$ cat config.mk
export PLATFORM = sky130hd
export DESIGN_NAME = stdp_engine
export DESIGN_NICKNAME = d
export VERILOG_FILES = /design/src/rtl/stdp_pkg.sv /design/src/rtl/stdp_lsb_pick.sv /design/src/rtl/stdp_sat_step.sv /design/src/rtl/stdp_window_acc.sv /design/src/rtl/stdp_engine.sv
export SDC_FILE = /design/constraint.sdc
export NUM_CORES = 1
export LEC_CHECK = 0
export ABC_AREA = 0
export BUFFER_PORTS_ARGS = -buffer_cell sky130_fd_sc_hd__buf_2
export CAP_MARGIN = 30
export CORE_MARGIN = 5
export CORE_UTILIZATION = 30
export DETAILED_ROUTE_END_ITERATION = 10
export PLACE_DENSITY = 0.46
export SLEW_MARGIN = 10
export SYNTH_ARGS = -nofsm -noshare
export SYNTH_HDL_FRONTEND = slang
export SYNTH_SLANG_ARGS = --single-unit
$ cat constraint.sdc
create_clock -name clk_i -period 3.73 [get_ports clk_i]
set_clock_uncertainty 0.05 [all_clocks]
set_input_delay 0.373 -clock clk_i [delete_from_list [all_inputs] [get_ports clk_i]]
set_output_delay 0.373 -clock clk_i [all_outputs]
set_load 0.02 [all_outputs]
$ cat src/rtl/stdp_pkg.sv
package stdp_pkg;
  typedef enum logic [3:0] {
    ST_IDLE,
    ST_POST_RD,
    ST_POST_WAIT,
    ST_PRE_RD,
    ST_PRE_ACC,
    ST_NEXT_POST,
    ST_W_PICK,
    ST_W_UPD,
    ST_FIN
  } stdp_state_e;
endpackage

$ cat src/rtl/stdp_lsb_pick.sv
// Lowest-set-bit picker: index of lowest one, and the vector with it cleared.
module stdp_lsb_pick #(
  parameter int W  = 16,
  parameter int IW = (W > 1) ? $clog2(W) : 1
) (
  input  logic [W-1:0]  vec_i,
  output logic          valid_o,
  output logic [IW-1:0] idx_o,
  output logic [W-1:0]  rest_o
);
  logic [W-1:0] onehot;

  assign onehot  = vec_i & (~vec_i + W'(1));
  assign rest_o  = vec_i ^ onehot;
  assign valid_o = |vec_i;

  always_comb begin
    idx_o = '0;
    for (int i = 0; i < W; i++) begin
      if (onehot[i]) idx_o = idx_o | IW'(i);
    end
  end
endmodule

$ cat src/rtl/stdp_sat_step.sv
// Unsigned +1 / -1 with saturation at both ends.
module stdp_sat_step #(
  parameter int W_W = 8
) (
  input  logic [W_W-1:0] w_i,
  input  logic           inc_i,
  output logic [W_W-1:0] w_o
);
  localparam logic [W_W-1:0] WMAX = '1;

  always_comb begin
    if (inc_i) w_o = (w_i == WMAX) ? w_i : w_i + W_W'(1);
    else       w_o = (w_i == '0)   ? w_i : w_i - W_W'(1);
  end
endmodule

$ cat src/rtl/stdp_window_acc.sv
// Walks the pre-spike window and ORs words into before/after vectors.
module stdp_window_acc #(
  parameter int N_PRE      = 16,
  parameter int STEP_W     = 8,
  parameter int WIN_BEFORE = 2,
  parameter int WIN_AFTER  = 1
) (
  input  logic              clk_i,
  input  logic              rst_ni,
  input  logic              clear_i,
  input  logic              issue_i,
  input  logic              acc_i,
  input  logic [STEP_W-1:0] base_i,
  input  logic [N_PRE-1:0]  pre_data_i,
  output logic [STEP_W-1:0] addr_o,
  output logic              last_o,
  output logic [N_PRE-1:0]  before_o,
  output logic [N_PRE-1:0]  after_o
);
  localparam int TOTAL = WIN_BEFORE + WIN_AFTER;
  localparam int KW    = (TOTAL > 1) ? $clog2(TOTAL) : 1;

  logic [KW-1:0] k_q;
  logic          in_before;

  assign in_before = int'(k_q) < WIN_BEFORE;
  assign last_o    = int'(k_q) == TOTAL - 1;

  always_comb begin
    if (in_before) addr_o = base_i - STEP_W'(WIN_BEFORE) + STEP_W'(k_q);
    else           addr_o = base_i + STEP_W'(1) + STEP_W'(int'(k_q) - WIN_BEFORE);
  end

  always_ff @(posedge clk_i or negedge rst_ni) begin
    if (!rst_ni) begin
      k_q      <= '0;
      before_o <= '0;
      after_o  <= '0;
    end else if (clear_i) begin
      k_q      <= '0;
      before_o <= '0;
      after_o  <= '0;
    end else if (acc_i) begin
      if (in_before) before_o <= before_o | pre_data_i;
      else           after_o  <= after_o | pre_data_i;
      if (!last_o) k_q <= k_q + KW'(1);
    end
  end


  acc_after_issue_chk: assert property (@(posedge clk_i) disable iff (!rst_ni)
    acc_i |-> $past(issue_i));


  win_range_chk: assert property (@(posedge clk_i) disable iff (!rst_ni)
    issue_i |-> (int'(k_q) < TOTAL));
endmodule

$ cat src/rtl/stdp_engine.sv
module stdp_engine
  import stdp_pkg::*;
#(
  parameter int N_PRE      = 16,
  parameter int N_POST     = 8,
  parameter int W_W        = 8,
  parameter int STEP_W     = 8,
  parameter int WIN_BEFORE = 2,
  parameter int WIN_AFTER  = 1,
  parameter int PRE_IW     = (N_PRE > 1) ? $clog2(N_PRE) : 1,
  parameter int POST_IW    = (N_POST > 1) ? $clog2(N_POST) : 1,
  parameter int WAW        = PRE_IW + POST_IW
) (
  input  logic              clk_i,
  input  logic              rst_ni,
  input  logic              start_i,
  input  logic [STEP_W-1:0] step_i,
  output logic              busy_o,
  output logic              done_o,
  output logic              post_rd_o,
  output logic [STEP_W-1:0] post_addr_o,
  input  logic [N_POST-1:0] post_data_i,
  output logic              pre_rd_o,
  output logic [STEP_W-1:0] pre_addr_o,
  input  logic [N_PRE-1:0]  pre_data_i,
  output logic              w_rd_o,
  output logic              w_we_o,
  output logic [WAW-1:0]    w_addr_o,
  output logic [W_W-1:0]    w_wdata_o,
  input  logic [W_W-1:0]    w_rdata_i
);
  localparam logic [W_W-1:0] WMAX = '1;

  stdp_state_e state_q, state_d;

  logic [STEP_W-1:0]  step_q;
  logic [N_POST-1:0]  post_vec_q;
  logic [POST_IW-1:0] post_idx_q;
  logic [N_PRE-1:0]   work_q;
  logic               dir_q;
  logic [WAW-1:0]     waddr_q;

  logic               post_valid;
  logic [POST_IW-1:0] post_pick;
  logic [N_POST-1:0]  post_rest;
  logic               pre_valid;
  logic [PRE_IW-1:0]  pre_pick;
  logic [N_PRE-1:0]   pre_rest;

  logic               win_last;
  logic [N_PRE-1:0]   before_v, after_v;
  logic [STEP_W-1:0]  win_addr;
  logic [WAW-1:0]     pick_addr;

  stdp_lsb_pick #(.W(N_POST), .IW(POST_IW)) u_post_pick (
    .vec_i(post_vec_q), .valid_o(post_valid), .idx_o(post_pick), .rest_o(post_rest)
  );

  stdp_lsb_pick #(.W(N_PRE), .IW(PRE_IW)) u_pre_pick (
    .vec_i(work_q), .valid_o(pre_valid), .idx_o(pre_pick), .rest_o(pre_rest)
  );

  stdp_window_acc #(
    .N_PRE(N_PRE), .STEP_W(STEP_W), .WIN_BEFORE(WIN_BEFORE), .WIN_AFTER(WIN_AFTER)
  ) u_win (
    .clk_i      (clk_i),
    .rst_ni     (rst_ni),
    .clear_i    (state_q == ST_POST_WAIT),
    .issue_i    (state_q == ST_PRE_RD),
    .acc_i      (state_q == ST_PRE_ACC),
    .base_i     (step_q),
    .pre_data_i (pre_data_i),
    .addr_o     (win_addr),
    .last_o     (win_last),
    .before_o   (before_v),
    .after_o    (after_v)
  );

  stdp_sat_step #(.W_W(W_W)) u_sat (
    .w_i(w_rdata_i), .inc_i(dir_q), .w_o(w_wdata_o)
  );

  assign pick_addr   = {post_idx_q, pre_pick};
  assign post_rd_o   = state_q == ST_POST_RD;
  assign post_addr_o = step_q;
  assign pre_rd_o    = state_q == ST_PRE_RD;
  assign pre_addr_o  = win_addr;
  assign w_rd_o      = (state_q == ST_W_PICK) && pre_valid;
  assign w_we_o      = state_q == ST_W_UPD;
  assign w_addr_o    = (state_q == ST_W_UPD) ? waddr_q : pick_addr;
  assign busy_o      = (state_q != ST_IDLE) && (state_q != ST_FIN);
  assign done_o      = state_q == ST_FIN;

  always_comb begin
    state_d = state_q;
    unique case (state_q)
      ST_IDLE:      if (start_i) state_d = ST_POST_RD;
      ST_POST_RD:   state_d = ST_POST_WAIT;
      ST_POST_WAIT: state_d = (|post_data_i) ? ST_PRE_RD : ST_FIN;
      ST_PRE_RD:    state_d = ST_PRE_ACC;
      ST_PRE_ACC:   state_d = win_last ? ST_NEXT_POST : ST_PRE_RD;
      ST_NEXT_POST: state_d = post_valid ? ST_W_PICK : ST_FIN;
      ST_W_PICK:    state_d = pre_valid ? ST_W_UPD : ST_NEXT_POST;
      ST_W_UPD:     state_d = ST_W_PICK;
      ST_FIN:       state_d = ST_IDLE;
      default:      state_d = ST_IDLE;
    endcase
  end

  always_ff @(posedge clk_i or negedge rst_ni) begin
    if (!rst_ni) begin
      state_q    <= ST_IDLE;
      step_q     <= '0;
      post_vec_q <= '0;
      post_idx_q <= '0;
      work_q     <= '0;
      dir_q      <= 1'b0;
      waddr_q    <= '0;
    end else begin
      state_q <= state_d;
      case (state_q)
        ST_IDLE:      if (start_i) step_q <= step_i;
        ST_POST_WAIT: post_vec_q <= post_data_i;
        ST_NEXT_POST: if (post_valid) begin
          post_idx_q <= post_pick;
          post_vec_q <= post_rest;
          work_q     <= before_v ^ after_v; // inputs in both windows cancel
        end
        ST_W_PICK: if (pre_valid) begin
          dir_q   <= before_v[pre_pick];
          waddr_q <= pick_addr;
          work_q  <= pre_rest;
        end
        default: ;
      endcase
    end
  end


  rmw_same_addr_chk: assert property (@(posedge clk_i) disable iff (!rst_ni)
    w_we_o |-> ($past(w_rd_o) && (w_addr_o == $past(w_addr_o))));


  step_size_chk: assert property (@(posedge clk_i) disable iff (!rst_ni)
    w_we_o |-> ((w_wdata_o == w_rdata_i + W_W'(1)) || (w_wdata_o == w_rdata_i - W_W'(1)) ||
                ((w_wdata_o == w_rdata_i) && ((w_rdata_i == '0) || (w_rdata_i == WMAX)))));


  post_first_chk: assert property (@(posedge clk_i) disable iff (!rst_ni)
    $rose(busy_o) |-> (post_rd_o && (post_addr_o == $past(step_i))));


  done_pulse_chk: assert property (@(posedge clk_i) disable iff (!rst_ni)
    done_o |=> (!done_o && !busy_o));


  one_access_chk: assert property (@(posedge clk_i) disable iff (!rst_ni)
    $onehot0({post_rd_o, pre_rd_o, w_rd_o, w_we_o}));


  idle_quiet_chk: assert property (@(posedge clk_i) disable iff (!rst_ni)
    !busy_o |-> !(pre_rd_o || w_rd_o || w_we_o || post_rd_o));
endmodule

== Yosys cells after proc, flatten, opt, wreduce, memory -nomap -nowiden ==
Index checks and enable logic that the tools add are counted.

* $add $sub $neg: 10
* Magnitude comparators: 2
* Equality and inequality tests: 16
* Muxes and demuxes: 49
* Bitwise logic cells: 9
* Reductions and logical operators: 20

{| class="wikitable"
|+ Operator list
! operator !! count
|-
| 16-bit 2-to-1 mux || 8
|-
| 4-bit 2-to-1 mux || 11
|-
| 8-bit 2-to-1 mux || 5
|-
| 16-bit OR || 2
|-
| 16-bit case mux with 2 select lines || 1
|-
| 4-bit case mux with 8 select lines || 1
|-
| 16-bit XOR || 2
|-
| 3-bit 2-to-1 mux || 9
|-
| 8-bit by 1-bit adder with 8-bit output, second input constant || 3
|-
| 16-bit by 1-bit adder with 16-bit output, second input constant || 1
|-
| 16-bit bitwise AND || 1
|-
| 4-bit by 3-bit equality test with 1-bit output, second input constant || 4
|-
| 2-bit 2-to-1 mux || 8
|-
| 16-bit inverter || 1
|-
| 8-bit case mux with 2 select lines || 1
|-
| 16-bit OR reduction || 1
|-
| 8-bit OR reduction || 2
|-
| 2-bit AND reduction || 7
|-
| 8-bit by 2-bit adder with 8-bit output || 1
|-
| 8-bit adder || 1
|-
| 8-bit bitwise AND || 1
|-
| 4-bit by 2-bit equality test with 1-bit output, second input constant || 2
|-
| 8-bit equality test, second input constant || 1
|-
| 8-bit logical NOT || 1
|-
| other kinds (22) || 31
|}

* Flip-flop bits (word level): 81
* Input bits: 43
* Output and inout bits: 37
* Word-level logic and storage cells: 116

== Logic depth before layout (Yosys ltp) ==
* Depth in word-level cells: 20
* Mapped depth: 13
* Depth with buffers taken out: 13

== Modules after synthesis ==
A second synthesis with hierarchy kept.

* Cells, all modules: 605
* Area, all modules: 5470.2 um^2

{| class="wikitable"
|+ Modules (own cells, without submodules)
! module !! instances !! cells an instance !! area each (um^2) !! seq. area each (um^2)
|-
| stdp_engine || 1 || 244 || 2529.9 || 1176.1
|-
| stdp_window_acc || 1 || 214 || 1981.9 || 850.8
|-
| stdp_sat_step || 1 || 64 || 410.4 || 0.0
|-
| stdp_lsb_pick (u_pre_pick) || 1 || 58 || 387.9 || 0.0
|-
| stdp_lsb_pick (u_post_pick) || 1 || 25 || 160.2 || 0.0
|}

== Least setup slack after synthesis ==
Ideal clock, no wire load.

* Path kind: register to output
* From: register u_win.k_q[1]
* To: output port pre_addr_o[7]
* Data arrival time: 2.844 ns
* Required time: 3.307 ns
* Path slack: 0.463 ns
* Stages on the path, launching flop included: 14
* Buffers on the path: 0
* Cells stage by stage: dfrtp_1 -> clkinv_1 -> ha_1 -> inv_1 -> ha_1 -> inv_1 -> fa_1 -> nor2b_1 -> o21ai_0 -> a21boi_0 -> o21ai_0 -> and3_1 -> o31ai_1 -> xnor2_1

* Cells in the longest elaborated chain, start to end: 3
* Elaborated cells on any way between the ends: 5
* Classes of those cells: 3 x add/sub; 1 x order compare; 1 x mux

{| class="wikitable"
|+ Ends and longest elaborated chain
! what !! RTL line !! RTL
|-
| start, declared || stdp_window_acc.sv:23 || <nowiki>logic [KW-1:0] k_q;</nowiki>
|-
| start signal, assigned || stdp_window_acc.sv:46 || <nowiki>if (!last_o) k_q <= k_q + KW'(1);</nowiki>
|-
| 2-bit by 2-bit subtractor with 3-bit output || stdp_window_acc.sv:31 || <nowiki>else addr_o = base_i + STEP_W'(1) + STEP_W'(int'(k_q) - WIN_BEFORE);</nowiki>
|-
| 8-bit adder || stdp_window_acc.sv:31 ||
|-
| 8-bit 2-to-1 mux (*) || stdp_window_acc.sv:30 || <nowiki>if (in_before) addr_o = base_i - STEP_W'(WIN_BEFORE) + STEP_W'(k_q);</nowiki>
|-
| end, declared || stdp_engine.sv:24 || <nowiki>output logic [STEP_W-1:0] pre_addr_o,</nowiki>
|}

Every way passes the cells marked *; elsewhere a longest branch is shown, timed or not.

== Worst setup path after layout ==
* From: register step_q[1] (netlist: post_addr_o[1])
* To: output port pre_addr_o[7]

* Cells in the longest elaborated chain, start to end: 3
* Elaborated cells on any way between the ends: 5
* Classes of those cells: 4 x add/sub; 1 x mux

{| class="wikitable"
|+ Ends and longest elaborated chain
! what !! RTL line !! RTL
|-
| start, declared || stdp_engine.sv:36 || <nowiki>logic [STEP_W-1:0] step_q;</nowiki>
|-
| start signal, assigned || stdp_engine.sv:122 || <nowiki>ST_IDLE: if (start_i) step_q <= step_i;</nowiki>
|-
| 8-bit by 1-bit adder with 8-bit output / 8-bit by 2-bit subtractor with 8-bit output (equally long branches) || stdp_window_acc.sv:31, stdp_window_acc.sv:30 ||
|-
| 8-bit adder / 8-bit by 2-bit adder with 8-bit output (equally long branches) || stdp_window_acc.sv:31, stdp_window_acc.sv:30 ||
|-
| 8-bit 2-to-1 mux (*) || stdp_window_acc.sv:30 ||
|}

Marked as above.

==> results.py <==
metrics = {
    "hold_path": {
        "hold_depth": 3,
        "hp-class": "in2reg",
    },
    "timing": {
        "setup_tns_ns": 0,
        "period_needed_ns": 3.432,
        "hold_violations": 0,
        "rsz0062_at_grt": "false",
        "max_freq_ghz": 0.2914,
        "hold_slack_ns": 0.1896,
        "maxSlewHeadroom": 0.5814,
        "slew_violations": 0,
        "finalCritPeriodShare": 0.9200,
        "tightest_slew_ns": 0.6221,
        "setup_viol": 0,
    },
    "clock_tree": {
        "tritoncts": "done",
        "path_clk_slew_ns": 0.06,
        "clk_path_buf_depth": 2,
        "clock-root-buffer": "clkbuf_16",
        "htreeDepth": 3,
        "cts_setup_buffers": 0,
        "cts_made_buffers": 9,
        "clk_latency_ns": 0.34,
        "clkSinkCount": 81,
    },
    "logic_synthesis": {
        "ys_seq_area_frac": 0.4109,
        "async_flop_share": 1.000,
        "netlist_area_sq_um": 4933,
        "syn_nets": 637,
        "ys_ff_latch": 81,
        "synth_cell_type_count": 60,
        "synth_cells": 573,
        "synth_warnings": 0,
        "synth_edf_count": 0,
        "ys.flop_type": "dfrtp_1",
        "syn_area_per_cell_sq_um": 8.610,
    },
    "final_layout": {
        "synthToLayoutAreaGrowth_pct": 19.98,
        "final_area_sq_um": 5919,
        "fin_cells": 875,
        "nNetsFinal": 718,
        "fin_util": 0.3700,
        "n_fill_cell": 1712,
        "drive_gt1_frac": 0.1897,
        "diodes": 0,
    },
    "route": {
        "drc": 0,
        "drt-total-wl_um": 13580,
        "first_iter_violations": 191,
        "drtPass1Iterations": 7,
        "wl_per_cell_um": 15.52,
        "vias": 4399,
        "ant_nets": 0,
        "via_per_inst": 5.027,
    },
    "global_route": {
        "grt_remaining_overflow": 0,
        "grt_pass1_wl_um": 22720,
        "grt_pass1_vias": 4411,
        "grt_use_total": 0.1432,
        "grt_antenna_before_repair": 0,
        "grt_max_degree": 52,
    },
    "die": {
        "core_area_sq_um": 16000,
        "io_pins": 80,
        "rows": 46,
        "die-area_sq_um": 19110,
        "fp.dieH_um": 138.2,
        "start_util": 0.3083,
        "fp.dieW_um": 138.2,
    },
    "place": {
        "placed_cell_area_sq_um": 5605,
        "finalWeightedCongestion": 0.9049,
        "hpwl_um": 10110,
        "io_buffers": 79,
        "dp_cells": 858,
    },
    "setup_path": {
        "path_class": "reg2out",
        "ff2ff_path_depth": 7,
        "cp-start-kind": "flip-flop",
        "cp.arrival_ns": 3.01,
        "critPathMaxFanout": 4,
        "crit_required_ns": 3.31,
        "critPathCaptureType": "output port",
    },
    "pwr": {
        "p_leak_nw": 2.756,
        "worst_ir_drop_vdd_mv": 0.3688,
        "powerDensity_nw_per_um2": 1092,
    },
    "run": {
        "drv_cap": 0,
    },
    "status": {
        "status": "finished clean",
    },
}
==> routing by layer <==
metal	GRT usage	routed length [um]
met5	0	0
met4	0.04420	154
met3	0.02828	585
met2	0.2318	6473
met1	0.1940	6369
==> final cells by class <==
cell class	count	area, sq um	share of cell area
Multi-Input combinational cell	441	2704	0.4568
Sequential cell	81	2027	0.3424
Timing Repair Buffer	90	505.5	0.08539
Tap cell	216	270.3	0.04566
Clock buffer	10	239.0	0.04037
Inverter	31	116.4	0.01966
Clock inverter	6	57.56	0.009723
==> cells in the final DEF, fill, tap and decap left out, types with 10 or more instances in the layout <==
master,instances
nor2_1,86
dfrtp_1,81
buf_2,77
a21oi_1,68
o21ai_0,52
nand2_1,50
inv_1,30
xnor2_1,26
ha_1,19
buf_4,11
nor4_1,10
nand3_1,10
==> logic make-up (layout without fill, tap and decap cells) <==
family	count (synthesis)	after routing	synth area share
adders and majority gates	21	21	0.05630
and+or+nand+nor	208	208	0.2034
xor gates and xnor gates	31	31	0.05503
DFF	81	81	0.4109
AOI/OAI and AO/OA	169	169	0.2047
muxes	12	12	0.02764
buffers and inverters	51	137	0.04210
==> power by group <==
part           switching [mW]  leakage, nW  internal (mW)
logic                    2.39         1.55           1.53
clock network           0.360        0.148          0.532
registers               0.420         1.05           1.23
==> Yosys cell counts (2+ instances only) <==
cell	number	area, sq um
nor2b_1	3	18.77
nand2b_1	5	31.28
or4_1	4	30.03
a21o_1	4	30.03
mux2_2	9	101.4
or3_1	6	37.54
buf_6	2	22.52
and3_1	8	50.05
inv_1	30	112.6
nor2_1	86	322.8
clkbuf_1	15	56.30
xnor2_1	26	227.7
a221oi_1	2	17.52
nand2_1	50	187.7
nand4_1	4	25.02
a211oi_1	2	15.01
and2_1	5	31.28
dfrtp_1	81	2027
o21bai_1	3	22.52
o21a_1	2	15.01
nor4_1	10	62.56
buf_1	2	7.510
xor2_1	5	43.79
mux2i_1	2	20.02
a2111oi_0	2	17.52
ha_1	19	237.7
nor3_1	7	35.03
o211ai_1	4	30.03
fa_1	2	40.04
o31ai_1	6	45.04
o21ai_0	52	260.3
nand3_1	10	50.05
a21oi_1	68	340.3
a31oi_1	5	31.28
a22o_1	5	43.79
o22ai_1	3	18.77
==> registers in the layout, summed over array words and instances (netlist names) <==
name	count
post_addr_o	8
dir_q	1
u_win.before_o	16
u_win.after_o	16
work_q	16
u_win.k_q	2
state_q	4
post_vec_q	8
waddr_q	7
post_idx_q	3
==> metrics by stage <==
stage,setup WS [ns],power (mW)
floorplan,0.4634,4.444
global route,0.02362,7.047
CTS,0.1500,6.529
global placement,0.5661,5.540
detailed placement,0.5308,5.601
finish,0.2983,6.465
==> worst max-delay path: stages (launching register included) <==
cell      delay (ns)
dfrtp_1         0.38
inv_1           0.09
ha_1            0.31
inv_1           0.06
ha_1            0.15
inv_1           0.05
fa_1            0.39
nor2b_1         0.11
o21ai_0         0.11
a21boi_1        0.19
o21ai_0         0.12
and3_1          0.20
o31ai_2         0.19
xnor2_1         0.15
buf_4           0.16
==> what timing repair did <==
action / 4_1_cts / 5_1_grt
endpoints found under the hold margin: 30 / 0
hold buffers: 1 / 0
setup endpoints to repair: 0 / 1
gates resized for setup: 0 / 3
==> final timing paths <==
| path | endpoint | slack [ns] | from |
|---|---|---|---|
| min reg2reg | waddr_q[5] | 0.43 | waddr_q[5] |
| max in group asynchronous | u_win.before_o[5] | 2.54 | rst_ni |
| max | pre_addr_o[7] | 0.30 | post_addr_o[1] |
| max reg2reg | dir_q | 0.78 | work_q[0] |
| min in group asynchronous | post_vec_q[4] | 0.48 | rst_ni |
| min | post_vec_q[6] | 0.19 | post_data_i[6] |
Power figures use the tool's default switching activity.
